[src/rtl/tmr_chan_counter.sv]
module tmr_chan_counter #(
  parameter int W    = 16,
  parameter int NSRC = 8,
  parameter int SELW = $clog2(NSRC)
) (
  input  logic            clk,
  input  logic            rst_n,
  input  logic [NSRC-1:0] src_tick,
  input  logic [SELW-1:0] clk_sel,
  input  logic            phase_mode,
  input  logic            count_down,
  input  logic [1:0]      clr_sel,
  input  logic            evt_a,
  input  logic            evt_b,
  input  logic            cnt_wr,
  input  logic [W-1:0]    cnt_wdata,
  output logic [W-1:0]    cnt_q,
  input  logic            flag_rd,
  input  logic            flag_wr,
  input  logic            flag_wdata,
  output logic            ovf_flag
);
  localparam logic [W-1:0] TOP = {W{1'b1}};

  logic tick, evt_clr, go_down, wrap, armed, clr_ok;

  assign tick    = (int'(clk_sel) < NSRC) ? src_tick[clk_sel] : 1'b0;
  assign evt_clr = (clr_sel == 2'd1 && evt_a) || (clr_sel == 2'd2 && evt_b);
  assign go_down = phase_mode && count_down;
  assign wrap    = !cnt_wr && !evt_clr && tick &&
                   (go_down ? (cnt_q == '0) : (cnt_q == TOP));
  assign clr_ok  = flag_wr && !flag_wdata && armed;

  always_ff @(posedge clk) begin
    if (!rst_n)               cnt_q <= '0;
    else if (cnt_wr)          cnt_q <= cnt_wdata;
    else if (evt_clr)         cnt_q <= '0;
    else if (tick && go_down) cnt_q <= cnt_q - 1'b1;
    else if (tick)            cnt_q <= cnt_q + 1'b1;
  end

  always_ff @(posedge clk) begin
    if (!rst_n) begin
      ovf_flag <= 1'b0;
      armed    <= 1'b0;
    end else begin
      if (wrap)        ovf_flag <= 1'b1;
      else if (clr_ok) ovf_flag <= 1'b0;
      if (flag_wr)      armed <= 1'b0;
      else if (flag_rd) armed <= ovf_flag;
    end
  end
endmodule

[config.mk]
export PLATFORM = sky130hd
export DESIGN_NAME = tmr_chan_counter
export DESIGN_NICKNAME = d
export VERILOG_FILES = /design/src/rtl/tmr_chan_counter.sv
export SDC_FILE = /design/constraint.sdc
export NUM_CORES = 1
export LEC_CHECK = 0
export ABC_AREA = 1
export ABC_CLOCK_PERIOD_IN_PS = 3100
export BUFFER_PORTS_ARGS = -buffer_cell sky130_fd_sc_hd__buf_2
export CAP_MARGIN = 5
export CORE_UTILIZATION = 35
export CTS_CLUSTER_SIZE = 25
export DETAILED_ROUTE_END_ITERATION = 10
export SETUP_SLACK_MARGIN = 0.05
export SLEW_MARGIN = 5
export SYNTH_ARGS = -nofsm -noshare
export SYNTH_HDL_FRONTEND = slang
export SYNTH_SLANG_ARGS = --single-unit
export TNS_END_PERCENT = 5
[constraint.sdc]
create_clock -name clk -period 3.1 [get_ports clk]
set_clock_uncertainty 0.05 [all_clocks]
set_input_delay 0.62 -clock clk [delete_from_list [all_inputs] [get_ports clk]]
set_output_delay 0.62 -clock clk [all_outputs]
set_load 0.01 [all_outputs]
[Word-level counts from Yosys, hierarchy flattened]
Cells that the tools add are included.
Cells by class
  add/sub/neg operators: 2
  $mul: 0
  div/mod/pow operators: 0
  order comparisons: 1
  equal/unequal tests: 3
  shifts and indexed selects: 0
  muxes and demuxes: 9
  bitwise logic cells: 1
  reductions and logical operators: 17
Operators with widths (number)
  16-bit 2-to-1 mux: 4
  16-bit by 1-bit adder with 16-bit output, second input constant: 1
  16-bit equality test, second input constant: 1
  16-bit logical NOT: 1
  16-bit by 1-bit subtractor with 16-bit output, second input constant: 1
  1-bit logical AND: 9
  3-bit by 4-bit less-than comparator with 1-bit output, second input constant: 1
  1-bit 2-to-1 mux: 4
  4-bit nonzero test: 1
  1-bit binary-select mux with 3-bit select: 1
  1-bit logical NOT: 3
  2-bit by 1-bit equality test with 1-bit output, second input constant: 1
  2-bit equality test, second input constant: 1
  2-bit nonzero test: 1
  2-bit OR reduction: 1
  1-bit logical OR: 1
  1-bit NOT: 1
Storage, ports and cells
  register bits after elaboration: 18
  latch bits: 0
  bits in writable memories: 0
  memory bits (read-only): 0
  input bits: 39
  output and inout bits: 17
  memories kept: 0

[Longest topological paths before layout]
Gate-level depths: netlist of the first run.
  depth after elaboration: 8
  mapped depth: 19
  gate-level depth less buffers: 18

[Worst setup path after synthesis of the first run]
No wires, ideal clock.
  path type: input -> register
  start point: in clk_sel[0]
  end point: reg cnt_q[15]
  setup time: 0.122 ns
  data arrival time: 2.334 ns
  path slack: 0.594 ns
  stages on the path: 18
  path buffers: 2
  cells stage by stage: inv_2 > or2_0 > nand2_2 > nand3_4 > nand3_4 > inv_2 > buf_6 > buf_6 > ha_1 > inv_1 > nor2_1 > nand2_1 > nor2_1 > nand2_1 > nand2_1 > nand2_1 > nand3_1 > a21oi_2
Between the ends
  word-level cells in the longest chain between the ends: 6
  elaborated cells between the ends (all ways): 7
  those cells by class: mux (5); reduce/logical (2)
RTL lines
  from (decl): line 9  | input logic [SELW-1:0] clk_sel,
  1-bit binary-select mux with 3-bit select (*): line 27  | assign tick = (int'(clk_sel) < NSRC) ? src_tick[clk_sel] : 1'b0;
  1-bit 2-to-1 mux (implied by the code) (*): line 27
  1-bit logical AND: line 38  | else if (tick && go_down) cnt_q <= cnt_q - 1'b1;
  16-bit 2-to-1 mux: line 38
  16-bit 2-to-1 mux: line 37  | else if (evt_clr) cnt_q <= '0;
  16-bit 2-to-1 mux: line 36  | else if (cnt_wr) cnt_q <= cnt_wdata;
  to (signal assigned): line 36
  to (signal assigned): line 38
  to (signal assigned): line 39  | else if (tick) cnt_q <= cnt_q + 1'b1;
  to (decl): line 17  | output logic [W-1:0] cnt_q,
Mark *: on every way between the ends. The rest lies on a longest branch, timed or not. The select of a mux whose other input is x is not followed.
A chain may end at the register's enable or synchronous reset.

[Worst setup path after layout of the first run]
  start point: in clk_sel[0]
  end point: reg cnt_q[14]
Same word-level chain as after synthesis.

==> reports/results.tsv, run 1 <==
stage	metric	value	unit
outcome	status	finished, final reports clean	
timing	fin_crit_sh	0.806	
place	dp_slack	0.348	ns
critical_path	crit_slowest_cell	ha_1	
final_layout	fin_util	0.438	
clock_tree	cts_setup_buffers	0	
critical_path	crit_chain	buf_2 > inv_2 > or2_0 > nand2_2 > nand3_4 > nand3_4 > inv_2 > ha_1 > inv_1 > a21oi_1 > a21oi_1 > o21ai_1 > inv_1 > nand2_1 > nand2_1 > nand3_1 > a21oi_2	
critical_path	worstSetupPathType	in2reg	
clock_tree	clockBufferDepth	2	
pwr	p_per_area	343	mW/mm2
clock_tree	clk_latency	0.25	ns
clock_tree	clkTransAtPathRegs	0.07	ns
route	ant_nets	0	
hold_path	hold_class	reg2reg	
logic_synthesis	yosysSeqAreaShare	0.190	
route	drtIter0Drc	190	
logic_synthesis	synthTopCellsByArea	dfxtp_1, nand2_1, inv_1	
timing	rsz0062_at_grt	no	
timing	relSlewSlack	0.600	
route	wl	5600	um
clock_tree	cts.sinks	18	
place	dp_hpwl	4460	um
floorplan	die_w	75.7	um
floorplan	die_h	75.7	um
timing	clock.fmax	0.400	GHz
hold_path	worst_hold_path.endpoint	ovf_flag$_SDFFE_PN0P_	
global_routing	grt_max_degree	18	
job	cap_violations	0	
pwr	power	778	uW
logic_synthesis	syn_inst	319	
logic_synthesis	yosys.cell_types.count	35	
route	vias	2198	
hold_path	hp-start	ovf_flag$_SDFFE_PN0P_	
timing	tns	0	ns
timing	slew_violations	0	
logic_synthesis	synth_top_area_share	0.190	
critical_path	cp_max_fo	16	
final_layout	drive_gt1_frac	0.280	
critical_path	rr_endpoint	cnt_q[8]$_SDFFE_PN0P_	
hold_path	hold_depth	2	
timing	setup_viol	0	
clock_tree	tritoncts	yes	
critical_path	cp-start-kind	primary input	
global_routing	grt_pass1_wl	9290	um
pwr	ir_drop	0.276	mV
route	dr.pass1.iters	4	
global_routing	grt_pass1_vias	1987	
logic_synthesis	synth-seq-cells	18	
floorplan	rows	26	
place	gp_congestion	0.926	
final_layout	num-fill-cells	568	
route	via_per_inst	5.02	
critical_path	rrSetupSlack	1.17	ns
route	wire_per_inst	12.8	um
floorplan	io_pins	56	
critical_path	cp-end-kind	flop	
global_routing	gr-usage-all-layers	0.211	
clock_tree	clk_root_buffer_cell	clkbuf_8	
logic_synthesis	synth_warnings	0	
critical_path	worstPathArrival	2.64	ns
logic_synthesis	synth_area	0.00190	mm2
timing	fin_ws	0.601	ns
timing	layout_min_cycle_time	2.50	ns
logic_synthesis	yosysTopAreaCell	dfxtp_1	
critical_path	critPathMaxStageDelay	0.31	ns
route	route.detailed.drc	0	
clock_tree	cts_made_buffers	3	
timing	hold_violations	0	
final_layout	syn_to_final_growth	19.3	%
global_routing	grt_overflow	0	
place	portBuffers	55	
floorplan	coreArea	0.00517	mm2
clock_tree	ctsHoldBuffers	0	
clock_tree	cts_resized	0	
critical_path	timing.rr.start	cnt_q[1]$_SDFFE_PN0P_	
floorplan	die-area	0.00573	mm2
pwr	power.leakage	1.21	nW
floorplan	initial_core_util	0.367	
logic_synthesis	avgSynthCellArea	5.95	um2
critical_path	cp.required	3.24	ns
clock_tree	htree_num_levels	1	
critical_path	rr_worst_depth	13	
global_routing	antenna_found_initial	0	
final_layout	n_antenna_cell	0	
logic_synthesis	synth_nets	360	
final_layout	final_nets	411	
timing	tightest_slew	0.592	ns
==> where the power goes <==
group | total, mW | internal, mW | switching, mW
clock network | 0.162 | 0.0862 | 0.0762
registers | 0.303 | 0.254 | 0.0487
logic | 0.313 | 0.119 | 0.193
total | 0.778 | 0.459 | 0.318
==> flip-flops by register name, summed over array words and instances (netlist names) <==
| signal | flops |
|---|---|
| armed | 1 |
| cnt_q | 16 |
| ovf_flag | 1 |
==> worst max-delay path, delay by kind of cell <==
family,cells,cell delay (ns)
simple gates,7,0.74
buf+inv,5,0.53
compound gates,4,0.42
fa+ha+maj,1,0.31
==> metal layers <==
metal | vias up | GRT usage | wire [um] | part of all wire
met5 | - | 0 | 0 | 0
met4 | 0 | 0.0597 | 72 | 0.013
met3 | 6 | 0.0159 | 291 | 0.052
met2 | 61 | 0.328 | 2510 | 0.45
met1 | 980 | 0.312 | 2730 | 0.49
li1 | 1151 | - | - | -
==> final cells by class <==
class | count | area (um2) | share of cell area
multi-input cells | 238 | 1280 | 0.564
flip-flops and latches | 18 | 360 | 0.159
repair buffers | 57 | 303 | 0.134
inverters | 52 | 195 | 0.0861
well taps | 70 | 87.6 | 0.0387
clock buffers | 3 | 41.3 | 0.0182
==> cells in the mapped netlist (all sizes together) <==
cell	n
nand2	94
inv	52
a21oi	34
nand3	30
nor2	23
o21ai	21
dfxtp	18
nand4	8
clkbuf	7
o41ai	6
a221oi	4
buf	4
nand3b	3
nor3	3
or2	3
ha	2
a211oi	1
a31o	1
mux2i	1
nor4	1
o21bai	1
xnor2	1
xor2	1
==> cells by family after synthesis <==
| kind of cell | synth area share |
|---|---|
| buf+inv | 0.137 |
| mux | 0.00527 |
| simple gates | 0.426 |
| compound gates | 0.219 |
| fa+ha+maj | 0.0132 |
| flops | 0.190 |
| xor+xnor | 0.00922 |
==> worst max path at each step <==
stage | from | to | slack (ns) | cells after the start
detailed placement | clk_sel[0] | cnt_q[15]$_SDFFE_PN0P_ | 0.35 | 17
finish | clk_sel[0] | cnt_q[14]$_SDFFE_PN0P_ | 0.60 | 17
global route | clk_sel[0] | cnt_q[14]$_SDFFE_PN0P_ | 0.35 | 17
global placement | clk_sel[0] | cnt_q[15]$_SDFFE_PN0P_ | 0.37 | 16
CTS | clk_sel[0] | cnt_q[15]$_SDFFE_PN0P_ | 0.61 | 17
floorplan | clk_sel[0] | cnt_q[15]$_SDFFE_PN0P_ | 0.59 | 18
==> placed cells by master (no fill, tap or decap), types with 4 or more instances in the layout <==
cell type / instances
nor2_2: 6
o41ai_1: 4
inv_2: 4
nand3_1: 27
o21ai_0: 18
a21oi_1: 31
nand2_1: 74
nand4_1: 8
nand2_2: 20
dfxtp_1: 18
inv_1: 48
buf_2: 55
a221oi_1: 4
nor2_1: 17
==> metrics by stage <==
stage               cells  cell area [um2]  hold slack [ns]
global placement      435             2220            0.431
floorplan             319             1900            0.446
finish                438             2270            0.436
detailed placement    435             2220            0.424
CTS                   438             2270            0.435
global route          438             2270            0.487
No activity file was read; power rests on OpenSTA's default activity.
==> run 2, diff against run 1 <==
ABC_CLOCK_PERIOD_IN_PS = 2300   (was 3100)
clock period = 2.3 ns   (was 3.1 ns; I/O delays follow)
==> run 2 against run 1 <==
Compared with the run above:
- global-route usage is 2.2 points higher
- clock power increased by 77%
- sequential power rose by 35%
- register-to-register slack got worse by 0.74 ns
- core utilization is 6.0 points higher
- combinational power is 66% higher
- highest routed layer unchanged
==> reports/results.tsv, run 2 (synthesis results as in run 1) <==
stage	metric	value	unit	change
outcome	status	finished, final reports clean		
timing	clock.fmax	0.472	GHz	
global_routing	grt_pass1_vias	2092		+5.3%
global_routing	gr-usage-all-layers	0.233		+0.0216
timing	layout_min_cycle_time	2.12	ns	
critical_path	cp_max_fo	5		-11
final_layout	reg_top3	cnt_q (16), armed (1), ovf_flag (1)		
timing	rsz0062_at_grt	yes		
floorplan	die_w	75.7	um	unchanged
route	vias	2345		+6.7%
clock_tree	htree_num_levels	1		unchanged
critical_path	crit_chain	buf_4 > inv_2 > or2_0 > nand2_2 > nand3_4 > nand3_4 > nand2_2 > nand2_1 > inv_1 > ha_1 > inv_1 > nand2_2 > nand3_4 > nand2_4 > nand2_2 > nand2_2 > a21oi_1 > o21ai_1 > a21oi_1		
timing	hold_violations	0		unchanged
critical_path	cp-end-kind	flop		
pwr	ir_drop	0.272	mV	-1.4%
final_layout	regMostFlops	cnt_q		
clock_tree	clockBufferDepth	2		unchanged
route	dr.pass1.iters	4		unchanged
route	route.detailed.drc	0		unchanged
global_routing	grt_pass1_wl	10100	um	+8.2%
final_layout	syn_to_final_growth	35.8	%	
global_routing	antenna_found_initial	0		unchanged
route	drtIter0Drc	129		-32%
place	dp_hpwl	4800	um	+7.6%
timing	setup_viol	0		unchanged
clock_tree	clk_latency	0.27	ns	+0.02 ns
pwr	power.leakage	1.37	nW	+13%
place	placed_cells	462		+6.2%
critical_path	worstSetupPathType	in2reg		
floorplan	die_h	75.7	um	unchanged
final_layout	finalNonFillerCells	466		+6.4%
timing	fin_crit_sh	0.922		
floorplan	initial_core_util	0.367		unchanged
place	gp_congestion	0.877		-5.3%
clock_tree	cts.sinks	18		unchanged
final_layout	largest_register_ffs	16		unchanged
clock_tree	ctsHoldBuffers	0		unchanged
floorplan	die-area	0.00573	mm2	unchanged
final_layout	drive_gt1_frac	0.371		+0.0913
floorplan	io_pins	56		unchanged
critical_path	worstPathArrival	2.27	ns	-0.37 ns
route	via_per_inst	5.03		+0.28%
clock_tree	cts_made_buffers	3		unchanged
critical_path	cp-start-kind	primary input		
route	wl	6160	um	+10%
place	portBuffers	55		unchanged
global_routing	grt_overflow	0		unchanged
critical_path	critPathMaxStageDelay	0.22	ns	-0.09 ns
final_layout	n_antenna_cell	0		unchanged
final_layout	final_common_cell	nand2_1		
final_layout	final_nets	438		+6.6%
timing	tightest_slew	0.673	ns	+0.0812 ns
critical_path	cp.required	2.45	ns	-0.79 ns
job	cap_violations	0		unchanged
floorplan	coreArea	0.00517	mm2	unchanged
clock_tree	tritoncts	yes		
route	ant_nets	0		unchanged
clock_tree	clk_root_buffer_cell	clkbuf_8		
route	wire_per_inst	13.2	um	+3.4%
floorplan	rows	26		unchanged
timing	tns	0	ns	unchanged
timing	relSlewSlack	0.545		-0.0548
critical_path	crit_path_frequent_cell	nand2_2		
global_routing	grt_max_degree	18		unchanged
critical_path	crit_slowest_cell	or2_0		
clock_tree	clkTransAtPathRegs	0.08	ns	about the same
pwr	p_per_area	471	mW/mm2	+37%
timing	slew_violations	0		unchanged
final_layout	layout_common_cells	nand2_1, buf_2, inv_1		
hold_path	hold_class	in2reg		
[run 2: final cells by class]
type | instances | area, um2
Sequential cell | 18 | 360
Tap cell | 70 | 87.6
Multi-Input combinational cell | 238 | 1380
Clock buffer | 4 | 55.1
Inverter | 52 | 203
Fill cell | 535 | 2590
Timing Repair Buffer | 84 | 495
[run 2: path summary, 6_finish.rpt]
kind,start,end,slack [ns],cells after the start
hold / removal,flag_wr,armed$_SDFFE_PP0P_,0.31,2
setup / recovery,clk_sel[0],cnt_q[8]$_SDFFE_PN0P_,0.18,19
hold reg to reg,ovf_flag$_SDFFE_PN0P_,ovf_flag$_SDFFE_PN0P_,0.44,2
setup reg to reg,cnt_q[1]$_SDFFE_PN0P_,cnt_q[8]$_SDFFE_PN0P_,0.43,13
[run 2: power breakdown]
group	total [mW]	switching (mW)	internal (mW)
Clock	0.286	0.133	0.153
Sequential	0.409	0.0670	0.342
Combinational	0.520	0.295	0.226
Total	1.22	0.495	0.721
[run 2: routing by layer]
metal,GRT usage,vias up,part of all wire
li1,-,1212,-
met5,0,-,0
met1,0.349,1059,0.48
met2,0.349,67,0.45
met3,0.0238,7,0.056
met4,0.0700,0,0.012
[run 2: timing repair]
action / 4_1_cts / 5_1_grt
endpoints found under the setup margin: 0 / 9
buffers inserted: 0 / 0
gates resized for setup: 0 / 23
[run 2: through the flow]
stage                     instance area, um2   util  power (mW)  hold WS (ns)  setup WS, ns
after detailed placement                2430  0.471       0.901         0.436        -0.190
final                                   2580  0.499        1.22         0.308         0.179
after floorplan                         1920      -       0.697         0.446        0.0171
after CTS                               2490  0.481        1.18         0.313        0.0898
after global routing                    2580  0.499        1.29         0.326        0.0209
after global placement                  2430  0.471       0.900         0.423        -0.152
[run 2: critical path: cells and delay by family]
| kind | cells | cell delay (ns) |
|---|---|---|
| adders and majority gates | 1 | 0.16 |
| AOI/OAI and AO/OA | 3 | 0.38 |
| and+or+nand+nor | 11 | 0.99 |
| buffers and inverters | 4 | 0.26 |
==> run 3, diff against run 2 <==
CORE_UTILIZATION = 40   (was 35)
==> run 3 against run 2 <==
Compared with the run above:
- sequential power barely moved
- critical path depth shrank 2
- flip-flop and latch count is the same
- global-route usage increased by 1.8 points
- via count is 1.3% higher
- largest cell class unchanged
- wire length down 2.3%
- final cell count fell by 3.0%
- non-clock buffer count is 4 higher
- clock power fell by 2%
- hold slack improved by 0.0081 ns
- maximum frequency grew 0.80%
- total power down 0.78%
==> reports/results.tsv, run 3 (synthesis results as in run 1) <==
stage	metric	value	unit	change
timing	tns	0	ns	unchanged
timing	relSlewSlack	0.517		-0.0287
floorplan	die_w	70.9	um	-6.3%
final_layout	layout_common_cells	nand2_1, buf_2, inv_1		
final_layout	n_antenna_cell	0		unchanged
hold_path	hold_class	in2reg		
final_layout	syn_to_final_growth	34.8	%	
global_routing	antenna_found_initial	0		unchanged
timing	fin_crit_sh	0.915		-0.00729
critical_path	crit_end	cnt_q[6]$_SDFFE_PN0P_		
timing	layout_min_cycle_time	2.10	ns	-0.0168 ns
floorplan	coreArea	0.00444	mm2	-14%
place	placed_cells	447		-3.2%
route	ant_nets	0		unchanged
critical_path	cp-end-kind	flop		
global_routing	gr-usage-all-layers	0.251		+0.0185
route	wire_per_inst	13.3	um	+0.69%
timing	rsz0062_at_grt	yes		
clock_tree	ctsHoldBuffers	0		unchanged
clock_tree	cts.sinks	18		unchanged
critical_path	cp-start-kind	primary input		
route	dr.pass1.iters	7		+3
place	dp_hpwl	4630	um	-3.6%
clock_tree	clk_latency	0.26	ns	about the same
pwr	p_per_area	471	mW/mm2	-0.10%
timing	hold_violations	0		unchanged
clock_tree	cts_made_buffers	3		unchanged
final_layout	fin_util	0.576		+0.0777
critical_path	critPathLaunch	clk_sel[0]		
final_layout	regMostFlops	cnt_q		
final_layout	finalNonFillerCells	452		-3.0%
final_layout	num-fill-cells	437		-18%
floorplan	io_pins	56		unchanged
clock_tree	htree_num_levels	1		unchanged
route	route.detailed.drc	0		unchanged
critical_path	rr_worst_depth	11		-2
critical_path	critPathMaxStageDelay	0.28	ns	+0.06 ns
route	vias	2376		+1.3%
critical_path	critical_path_buf_inv_count	4		unchanged
floorplan	die_h	70.9	um	-6.3%
clock_tree	clockBufferDepth	2		unchanged
timing	setup_viol	0		unchanged
critical_path	rrSetupSlack	0.45	ns	+0.02 ns
timing	fin_ws	0.196	ns	+0.0168 ns
critical_path	path_delay_family	simple AND/OR/NAND/NOR gates		
pwr	power.leakage	1.38	nW	+0.97%
global_routing	grt_pass1_wl	10100	um	about the same
critical_path	path_depth	17		-2
route	wl	6020	um	-2.3%
floorplan	initial_core_util	0.427		+0.0602
critical_path	crit_slowest_cell	or2_2		
timing	clock.fmax	0.475	GHz	+0.80%
timing	tightest_slew	0.716	ns	+0.0425 ns
place	dp_slack	-0.159	ns	+0.0309 ns
global_routing	grt_max_degree	18		unchanged
critical_path	worstSetupPathType	in2reg		
outcome	status	finished, final reports clean		
floorplan	rows	24		-7.7%
final_layout	reg_top3	cnt_q (16), armed (1), ovf_flag (1)		
final_layout	largest_register_ffs	16		unchanged
critical_path	cp_max_fo	5		unchanged
floorplan	die-area	0.00503	mm2	-12%
global_routing	grt_overflow	0		unchanged
pwr	ir_drop	0.304	mV	+12%
critical_path	timing.rr.start	cnt_q[1]$_SDFFE_PN0P_		
job	cap_violations	0		unchanged
critical_path	rr_endpoint	cnt_q[6]$_SDFFE_PN0P_		
route	via_per_inst	5.26		+4.5%
critical_path	crit_chain	buf_4 > inv_2 > or2_1 > nand2_2 > nand3_4 > nand3_4 > nand2_2 > nand2_1 > inv_1 > ha_1 > inv_2 > nand2_2 > nand3_4 > o21ai_4 > or2_2 > nand3_1 > a21oi_1		
final_layout	final_common_cell	nand2_1		
final_layout	final_nets	442		+0.91%
final_layout	drive_gt1_frac	0.370		-0.00121
place	portBuffers	55		unchanged
clock_tree	tritoncts	yes		
clock_tree	clkTransAtPathRegs	0.08	ns	about the same
global_routing	grt_pass1_vias	2139		+2.2%
clock_tree	clk_root_buffer_cell	clkbuf_8		
timing	slew_violations	0		unchanged
route	drtIter0Drc	198		+53%
place	gp_congestion	0.930		+6.1%
critical_path	worstPathArrival	2.21	ns	-0.06 ns
critical_path	cp.required	2.41	ns	-0.04 ns
## run 3: cell count changes in the layout (fill, tap and decap cells not counted), sizes merged
cell,before,now
buf,84,88
## run 3: cell type report
type	instances	area, um2	area share
multi-input combinational	238	1350	0.528
timing repair buffer	88	529	0.207
sequential	18	360	0.141
inverter	52	200	0.0782
tap	52	65.1	0.0254
clock buffer	4	55.1	0.0215
## run 3: power breakdown
part / switching [mW] / internal [mW] / leakage [nW]
clock: 0.127 / 0.153 / 0.0288
sequential: 0.0653 / 0.342 / 0.149
combinational: 0.292 / 0.227 / 1.20
total: 0.484 / 0.722 / 1.38
## run 3: stage by stage
stage	area, um2	hold slack, ns	power (mW)
global route	2560	0.323	1.28
detailed placement	2430	0.430	0.905
floorplan	1920	0.446	0.697
global placement	2430	0.431	0.908
finish	2560	0.316	1.21
CTS	2490	0.314	1.18
## run 3: worst min path at each step
stage / cells after the start / from / to / slack [ns]
6_report: 2 / flag_wr / armed$_SDFFE_PP0P_ / 0.32
3_3_place_gp: 2 / ovf_flag$_SDFFE_PN0P_ / ovf_flag$_SDFFE_PN0P_ / 0.43
4_1_cts: 2 / flag_wr / armed$_SDFFE_PP0P_ / 0.31
5_1_grt: 2 / flag_wr / armed$_SDFFE_PP0P_ / 0.32
2_1_floorplan: 2 / armed$_SDFFE_PP0P_ / armed$_SDFFE_PP0P_ / 0.45
3_5_place_dp: 2 / ovf_flag$_SDFFE_PN0P_ / ovf_flag$_SDFFE_PN0P_ / 0.43
## run 3: timing repair
action	4_1_cts	5_1_grt
endpoints found under the setup margin	0	11
resized for setup	0	20
buffers inserted	0	1
## run 3: layer usage
layer / global-route usage / part of all wire / vias to the layer above
met5: 0 / 0 / -
met2: 0.389 / 0.44 / 75
met3: 0.0171 / 0.055 / 11
met4: 0.0889 / 0.018 / 0
met1: 0.368 / 0.49 / 1075
li1: - / - / 1215
